--- config.mk ---
export PLATFORM = sky130hd
export DESIGN_NAME = pdn_seq
export DESIGN_NICKNAME = d
export VERILOG_FILES = /design/src/rtl/pdn_pkg.sv /design/src/rtl/pdn_sync.sv /design/src/rtl/pdn_strap.sv /design/src/rtl/pdn_fsm.sv /design/src/rtl/pdn_gate.sv /design/src/rtl/pdn_seq.sv
export SDC_FILE = /design/constraint.sdc
export NUM_CORES = 1
export LEC_CHECK = 0
export BUFFER_PORTS_ARGS = -buffer_cell sky130_fd_sc_hd__buf_2
export CORE_ASPECT_RATIO = 0.9
export CORE_MARGIN = 5
export CORE_UTILIZATION = 50
export CTS_CLUSTER_DIAMETER = 150
export DETAILED_ROUTE_END_ITERATION = 8
export GPL_TIMING_DRIVEN = 0
export PLACE_DENSITY = 0.74
export RECOVER_POWER = 50
export SYNTH_ARGS = -nofsm -noshare
export SYNTH_HDL_FRONTEND = slang
export SYNTH_SLANG_ARGS = --single-unit
--- constraint.sdc ---
create_clock -name clk_i -period 1.8 [get_ports clk_i]
set_input_delay 0.36 -clock clk_i [delete_from_list [all_inputs] [get_ports clk_i]]
set_output_delay 0.36 -clock clk_i [all_outputs]
set_load 0.02 [all_outputs]
--- src/rtl/pdn_pkg.sv ---
package pdn_pkg;
  typedef enum logic [1:0] {
    ST_RUN  = 2'd0,
    ST_STOP = 2'd1,
    ST_OFF  = 2'd2,
    ST_WAKE = 2'd3
  } pdn_state_e;
endpackage

--- src/rtl/pdn_sync.sv ---
module pdn_sync #(
  parameter int W = 1,
  parameter bit RST_VAL = 1'b1
) (
  input  logic         clk_i,
  input  logic         rst_ni,
  input  logic [W-1:0] d_i,
  output logic [W-1:0] q_o
);
  logic [W-1:0] meta_q, sync_q;

  always_ff @(posedge clk_i or negedge rst_ni) begin
    if (!rst_ni) begin
      meta_q <= {W{RST_VAL}};
      sync_q <= {W{RST_VAL}};
    end else begin
      meta_q <= d_i;
      sync_q <= meta_q;
    end
  end

  assign q_o = sync_q;
endmodule

--- src/rtl/pdn_strap.sv ---
module pdn_strap #(
  parameter int W = 4
) (
  input  logic         clk_i,
  input  logic         rst_ni,
  input  logic [W-1:0] strap_i,
  output logic [W-1:0] strap_q_o,
  output logic         done_o
);
  always_ff @(posedge clk_i or negedge rst_ni) begin
    if (!rst_ni) begin
      strap_q_o <= '0;
      done_o    <= 1'b0;
    end else if (!done_o) begin
      strap_q_o <= strap_i;
      done_o    <= 1'b1;
    end
  end
endmodule

--- src/rtl/pdn_fsm.sv ---
module pdn_fsm
  import pdn_pkg::*;
#(
  parameter int STOP_CYC   = 4,
  parameter int SETTLE_CYC = 4096
) (
  input  logic       clk_i,
  input  logic       rst_ni,
  input  logic       req_n_i,
  input  logic       honour_i,
  output pdn_state_e state_o
);
  localparam int MAXC = (STOP_CYC > SETTLE_CYC) ? STOP_CYC : SETTLE_CYC;
  localparam int CW   = $clog2(MAXC + 1);
  localparam logic [CW-1:0] STOP_LAST   = CW'(STOP_CYC - 1);
  localparam logic [CW-1:0] SETTLE_LAST = CW'(SETTLE_CYC - 1);

  pdn_state_e state_q, state_d;
  logic [CW-1:0] cnt_q, cnt_d;

  always_comb begin
    state_d = state_q;
    cnt_d   = cnt_q;
    unique case (state_q)
      ST_RUN: if (!req_n_i && honour_i) begin
        state_d = ST_STOP;
        cnt_d   = '0;
      end
      ST_STOP: if (cnt_q == STOP_LAST) begin
        state_d = ST_OFF;
        cnt_d   = '0;
      end else cnt_d = cnt_q + 1'b1;
      ST_OFF: if (req_n_i) begin
        state_d = ST_WAKE;
        cnt_d   = '0;
      end
      ST_WAKE: if (!req_n_i) state_d = ST_OFF;  // abort back to off
      else if (cnt_q == SETTLE_LAST) state_d = ST_RUN;
      else cnt_d = cnt_q + 1'b1;
      default: state_d = ST_RUN;
    endcase
  end

  always_ff @(posedge clk_i or negedge rst_ni) begin
    if (!rst_ni) begin
      state_q <= ST_RUN;
      cnt_q   <= '0;
    end else begin
      state_q <= state_d;
      cnt_q   <= cnt_d;
    end
  end

  assign state_o = state_q;
endmodule

--- src/rtl/pdn_gate.sv ---
module pdn_gate #(
  parameter int N_GRP   = 4,
  parameter int REF_LAG = 2
) (
  input  logic             clk_i,
  input  logic             rst_ni,
  input  logic             run_i,
  input  logic [N_GRP-1:0] stop_n_i,
  output logic [N_GRP-1:0] grp_en_o,
  output logic             ref_en_o
);
  // enables change on the falling edge so gated clocks stop in the low phase
  always_ff @(negedge clk_i or negedge rst_ni) begin
    if (!rst_ni) grp_en_o <= '0;
    else         grp_en_o <= run_i ? stop_n_i : '0;
  end

  logic [REF_LAG-1:0] ref_sh;
  generate
    if (REF_LAG == 1) begin : g_ref1
      always_ff @(negedge clk_i or negedge rst_ni) begin
        if (!rst_ni) ref_sh <= '0;
        else         ref_sh <= run_i;
      end
    end else begin : g_refn
      always_ff @(negedge clk_i or negedge rst_ni) begin
        if (!rst_ni) ref_sh <= '0;
        else         ref_sh <= {ref_sh[REF_LAG-2:0], run_i};
      end
    end
  endgenerate

  assign ref_en_o = ref_sh[REF_LAG-1];
endmodule

--- src/rtl/pdn_seq.sv ---
module pdn_seq
  import pdn_pkg::*;
#(
  parameter int N_GRP      = 4,
  parameter int STRAP_W    = 4,
  parameter int MODE_BIT   = 0,
  parameter int REF_LAG    = 2,
  parameter int HOLD_CYC   = 2,
  parameter int SETTLE_CYC = 4096
) (
  input  logic               clk_i,
  input  logic               rst_ni,
  input  logic               pd_req_ni,
  input  logic [N_GRP-1:0]   stop_ni,
  input  logic [STRAP_W-1:0] strap_i,
  output logic [STRAP_W-1:0] strap_q_o,
  output logic               strap_oe_o,
  output logic [N_GRP-1:0]   grp_en_o,
  output logic               ref_en_o,
  output logic               osc_en_o,
  output logic               vco_en_o
);
  localparam int STOP_CYC = REF_LAG + HOLD_CYC;

  logic             req_s;
  logic [N_GRP-1:0] stop_s;
  logic             strap_done;
  pdn_state_e       state;

  pdn_sync #(.W(1), .RST_VAL(1'b1)) u_req_sync (
    .clk_i(clk_i), .rst_ni(rst_ni), .d_i(pd_req_ni), .q_o(req_s)
  );

  pdn_sync #(.W(N_GRP), .RST_VAL(1'b1)) u_stop_sync (
    .clk_i(clk_i), .rst_ni(rst_ni), .d_i(stop_ni), .q_o(stop_s)
  );

  pdn_strap #(.W(STRAP_W)) u_strap (
    .clk_i(clk_i), .rst_ni(rst_ni), .strap_i(strap_i),
    .strap_q_o(strap_q_o), .done_o(strap_done)
  );

  pdn_fsm #(.STOP_CYC(STOP_CYC), .SETTLE_CYC(SETTLE_CYC)) u_fsm (
    .clk_i(clk_i), .rst_ni(rst_ni), .req_n_i(req_s),
    .honour_i(strap_done && !strap_q_o[MODE_BIT]), .state_o(state)
  );

  pdn_gate #(.N_GRP(N_GRP), .REF_LAG(REF_LAG)) u_gate (
    .clk_i(clk_i), .rst_ni(rst_ni),
    .run_i(strap_done && (state == ST_RUN)),
    .stop_n_i(stop_s), .grp_en_o(grp_en_o), .ref_en_o(ref_en_o)
  );

  assign strap_oe_o = strap_done;
  assign osc_en_o   = (state != ST_OFF);
  assign vco_en_o   = (state != ST_OFF);
endmodule

==> flow_summary.ini, run 1 <==
[yosys]
synth_async_sr_flop_share_pct = 100
synth_compound_area_share_pct = 11.1
synth.most_common_cell = dfrtp_1
synth_commonest_cells = dfrtp_1 (20), and3_1 (11), nor2_1 (11)
synthAdderAreaFrac_pct = 0.794
synth_cell_type_count = 40
synth_edf_count = 0
synth_top_family_by_area = simple AND/OR/NAND/NOR gates
synth_cells = 125
ys_ff_latch = 36
synth_top_area_share_pct = 31.8
avgSynthCellArea_um2 = 12.6
synth-xor-area-share_pct = 0
synth-simple-area-share_pct = 22.6
synthTopCellsByArea = dfrtp_1 (32%), dfstp_2 (17%), dfrtn_1 (9.5%), a221o_1 (4.4%), and3_1 (4.4%)
synth_area_mm2 = 0.00158
synth_top_area_cell = dfrtp_1
yosysSeqAreaShare_pct = 58.0
muxShareOfSynthArea_pct = 3.57
synth_top_flop_cell = dfrtp_1
yosys_warnings = 0
mappedNetlistNets = 137

[cells_and_area]
diodes = 0
layout.nets = 182
final_core_util_pct = 68.4
drive_gt1_share_pct = 59.1
finalNonFillerCells = 213
stdcell_area_mm2 = 0.00208
fillers = 233
syn2layout_area_growth_pct = 32.1

[place]
dp_cells = 189
hpwl_um = 1980
dp_slack_ns = -0.172
gp_congestion = 0.868
post_dp_cell_area_mm2 = 0.00175
port_buffers = 22

[global_routing]
antenna_found_initial = 0
grt_use_total_pct = 15.0
grt_max_degree = 37
grt-ovfl-total = 0
grt_first_pass_wirelength_um = 5290
grt_pass1_vias = 1116

[hold_path]
hp-class = input port to asynchronous set/reset pin

[clock_tree]
numClockSinks = 36
cts_root_buf = clkbuf_4
cts_hold_buf = 0
numCtsBuffers = 5
path_clk_slew_ns = 0.11
cts_tree = done
h-tree-depth = 2
clockBufferDepth = 2
clkLatencyLatePin_ns = 0.33

[critical_path]
r2r_slack_ns = -0.07
crit_buf_inv = 1
worstSetupPathType = register to output port
slowest_stage = dfrtn_1
path_max_fanout = 1
start_kind = register
crit_chain = buf_6
worstPathRequired_ns = 1.44
cp-end-kind = output port
max_stage_delay_ns = 0.42
critPathTopFamily = flip-flops
worstPathArrival_ns = 1.76

[sta]
fin_setup_tns_ns = -1.79
finalHoldViolations = 0
finalWorstSetupSlack_ns = -0.316
tightest_slew_ns = 0.824
max-slew-margin-rel_pct = 45.1
rsz0062_at_grt = true
fin_skew_ns = 0.0127
hold_ws_ns = 0.110
setup_violations = 9
drv_slew = 0

[drt]
wire_per_inst_um = 16.3
drt-vias-per-instance = 5.69
wl_um = 3480
first_iter_violations = 112
antenna_left = 0
via_count = 1211
drc = 0
drt_pass1_iterations = 4

[floorplan]
io_pins = 23
coreArea_mm2 = 0.00304
die_h_um = 63.3
dieWidth_um = 69.2
rows = 19
start_util_pct = 51.8
die-area_mm2 = 0.00437

[power_and_ir_drop]
ir_drop_mv = 0.644
p_per_area_mw_per_mm2 = 806
power.static_leakage_nw = 0.969
finalPower_mw = 1.68

[status]
violations = negative setup slack
status = complete, but fails checks

[run]
drv.max_cap_violation_count = 0
==> logic make-up after synthesis <==
kind of cell	count (synthesis)
other cells	1
simple gates	54
fa+ha+maj	1
compound gates	19
flops	36
buf+inv	9
mux	5
==> cell type report <==
| cell class | count | area (um2) | area share, % |
|---|---|---|---|
| clock inverters | 3 | 18.8 | 0.902 |
| flip-flops and latches | 36 | 926 | 44.5 |
| repair buffers | 38 | 263 | 12.6 |
| multi-input cells | 80 | 716 | 34.4 |
| plain buffers | 5 | 52.6 | 2.53 |
| inverters | 4 | 15.0 | 0.722 |
| clock buffers | 5 | 37.5 | 1.80 |
| well taps | 42 | 52.6 | 2.53 |
==> layer usage <==
| layer | GRT usage (%) | wire length, um | vias up |
|---|---|---|---|
| li1 | - | - | 558 |
| met1 | 20.6 | 1420 | 581 |
| met2 | 23.0 | 1740 | 65 |
| met3 | 4.13 | 265 | 7 |
| met4 | 4.88 | 53 | 0 |
| met5 | 0 | 0 | - |
==> power breakdown <==
part	total [mW]	internal, mW	switching [mW]
combinational	0.353	0.179	0.174
clock	0.413	0.150	0.263
sequential	0.910	0.873	0.0379
total	1.68	1.20	0.474
==> flip-flops by register name, indices dropped and copies added (netlist names) <==
name	cells
u_req_sync.q_o	1
u_fsm.state_o	2
u_gate.ref_sh	2
u_req_sync.meta_q	1
u_strap.done_o	1
u_stop_sync.q_o	4
u_strap.strap_q_o	4
u_fsm.cnt_q	13
u_stop_sync.meta_q	4
u_gate.grp_en_o	4
==> layout by cell type (no fill, tap or decap), types with 2 or more instances in the layout <==
cell      netlist  final
a221o_1         7      7
and2_4          0      5
and3_1         11     10
and4_1          2      2
buf_2           0     17
buf_4           2     15
buf_6           2     10
clkbuf_4        0      5
clkinv_2        0      2
dfrtn_1         6      6
dfrtp_1        20     10
dfrtp_2         0     10
dfstp_2        10     10
inv_1           4      2
inv_2           0      2
mux2_2          5      5
nand2_1         3      3
nand3_1         5      4
nand3b_1        2      2
nand4_1         5      5
nor2_1         11     11
nor4_4          1      3
nor4b_4         1      2
o21ai_0         2      2
==> worst paths after layout <==
kind / start / endpoint / depth (start not counted)
hold / removal: rst_ni / u_strap.strap_q_o[0]$_DFFE_PN0N_ / 1
max in group asynchronous: rst_ni / u_gate.grp_en_o[1]$_DFF_NN0_ / 1
min in group clk_i: pd_req_ni / u_req_sync.meta_q$_DFF_PN1_ / 1
setup / recovery: u_gate.grp_en_o[1]$_DFF_NN0_ / grp_en_o[1] / 1
hold reg to reg: u_gate.ref_sh[0]$_DFF_NN0_ / u_gate.ref_sh[1]$_DFF_NN0_ / 0
setup reg to reg: u_fsm.state_o[1]$_DFFE_PN0P_ / u_gate.grp_en_o[1]$_DFF_NN0_ / 3
==> timing repair <==
item / 4_1_cts / 5_1_grt
gates cloned: 1 / 1
pin swaps: 4 / 13
resized for setup: 21 / 22
endpoints found under the setup margin: 24 / 23
buffers inserted: 10 / 4
hold endpoints to repair: 0 / 0
(Power assumes the default switching activity.)
==> run 2, diff against run 1 <==
- TNS_END_PERCENT: unset -> 50
==> run 2 against run 1 <==
Against the previous run:
- the flow still finishes with violations (negative setup slack)
- sequential power rose by 0.4%
- clock skew up 0.0032 ns
- global-route usage fell by 0.17 points
- wire length is 4.1% lower
- utilization shrank 0.45 points
- final cell count is the same
- critical path type unchanged
- critical endpoint unchanged
- largest power group unchanged
==> flow_summary.ini, run 2 (synthesis gave the netlist of run 1 again) <==
[cells_and_area]
syn2layout_area_growth_pct = 31.2
drive_gt1_share_pct = 58.5
stdcell_area_mm2 = 0.00207
fillers = 230
largest_register_ffs = 13
regMostFlops = u_fsm.cnt_q
diodes = 0
layout.nets = 182
final_cell_mix = buf_4 (17), buf_2 (17), nor2_1 (11), dfrtp_1 (11)

[power_and_ir_drop]
power.switching_uw = 480
p_per_area_mw_per_mm2 = 813
power.share.clock_pct = 25.0
power.static_leakage_nw = 0.971
finalPower_mw = 1.68
seqPwrFrac_pct = 54.4
combPwrFrac_pct = 20.7
ir_drop_mv = 0.794
switching_share_pct = 28.5
internal_power_mw = 1.20

[clock_tree]
cts_hold_buf = 0
h-tree-depth = 2
cts_tree = done
numCtsBuffers = 5
clkLatencyLatePin_ns = 0.33
path_clk_slew_ns = 0.11
numClockSinks = 36
cts_root_buf = clkbuf_4
clockBufferDepth = 2

[critical_path]
worstSetupPathType = register to output port
start_kind = register
path_max_fanout = 1
worstPathArrival_ns = 1.76
max_stage_delay_ns = 0.42
cp-end-kind = output port
critPathTopFamily = flip-flops
slowest_stage = dfrtn_1
worstPathRequired_ns = 1.44
crit_chain = buf_6
crit_buf_inv = 1

[floorplan]
coreArea_mm2 = 0.00304
dieWidth_um = 69.2
start_util_pct = 51.8
rows = 19
io_pins = 23
die_h_um = 63.3
die-area_mm2 = 0.00437

[place]
gp_congestion = 0.868
port_buffers = 22
post_dp_cell_area_mm2 = 0.00175
hpwl_um = 1980
dp_slack_ns = -0.172

[global_routing]
antenna_found_initial = 0
grt-ovfl-total = 0
grt_max_degree = 37
grt_first_pass_wirelength_um = 5220
grt_use_total_pct = 14.8
grt_pass1_vias = 1107

[sta]
finalWorstSetupSlack_ns = -0.318
fin_skew_ns = 0.0159
hold_ws_ns = 0.102
rsz0062_at_grt = true
tightest_slew_ns = 0.815
max-slew-margin-rel_pct = 45.7
finalHoldViolations = 0
setup_violations = 10
drv_slew = 0

[drt]
drt-vias-per-instance = 5.69
first_iter_violations = 106
drt_pass1_iterations = 5
via_count = 1211
wl_um = 3340
antenna_left = 0
wire_per_inst_um = 15.7
drc = 0

[status]
status = complete, but fails checks
violations = negative setup slack

[run]
drv.max_cap_violation_count = 0

[hold_path]
hp-class = input port to asynchronous set/reset pin
## run 2: cell types whose count changed in the layout (fill, tap and decap cells not counted)
cell | previous run | this run
dfrtp_1 | 10 | 11
dfrtp_2 | 10 | 9
buf_4 | 15 | 17
inv_4 | 0 | 1
inv_2 | 2 | 1
nand3_4 | 1 | 0
buf_6 | 10 | 8
nand3_2 | 0 | 1
## run 2: power groups by stage
stage	Sequential [mW]	Clock (mW)	Combinational, mW
after global routing	0.921	0.478	0.373
after detailed placement	0.924	0	0.231
after CTS	0.909	0.423	0.292
after floorplan	0.947	0	0.120
final	0.914	0.420	0.347
after global placement	0.921	0	0.225
## run 2: timing repair
action	CTS	global route
setup buffers	7	7
endpoints found under the setup margin	24	24
pin swaps	4	12
cloned	1	1
resized for setup	19	21
## run 2: metrics by stage
step | setup TNS, ns | utilization [%] | std cells
floorplan | -0.116 | - | 125
global placement | -1.71 | 57.4 | 189
detailed placement | -1.97 | 57.4 | 189
CTS | -2.03 | 63.6 | 205
global route | -3.12 | 67.9 | 213
finish | -2.02 | 67.9 | 213
## run 2: worst paths after layout
| check | startpoint | to | slack, ns | depth (start not counted) |
|---|---|---|---|---|
| worst max register to register | u_fsm.state_o[1]$_DFFE_PN0P_ | u_gate.grp_en_o[1]$_DFF_NN0_ | -0.12 | 3 |
| worst max-delay path | u_gate.grp_en_o[1]$_DFF_NN0_ | grp_en_o[1] | -0.32 | 1 |
| worst min register to register | u_gate.ref_sh[0]$_DFF_NN0_ | u_gate.ref_sh[1]$_DFF_NN0_ | 0.31 | 0 |
| max in group asynchronous | rst_ni | u_gate.grp_en_o[1]$_DFF_NN0_ | 0.37 | 1 |
| min in group clk_i | pd_req_ni | u_req_sync.meta_q$_DFF_PN1_ | 0.12 | 1 |
| worst min-delay path | rst_ni | u_fsm.state_o[0]$_DFFE_PN0P_ | 0.10 | 1 |
## run 2: cell type report
cell class	instances	area, um2	share of cell area, %
Sequential cell	36	925	44.7
Timing Repair Buffer	38	263	12.7
Clock buffer	5	37.5	1.82
Multi-Input combinational cell	80	708	34.3
Inverter	4	17.5	0.847
Clock inverter	3	18.8	0.908
Tap cell	42	52.6	2.54
Buffer	5	45.0	2.18
## run 2: metal layers
layer	vias to the layer above	wire [um]	GRT usage, %
li1	556	-	-
met1	603	1460	19.9
met2	46	1640	23.2
met3	6	178	4.13
met4	0	60	4.88
met5	-	0	0
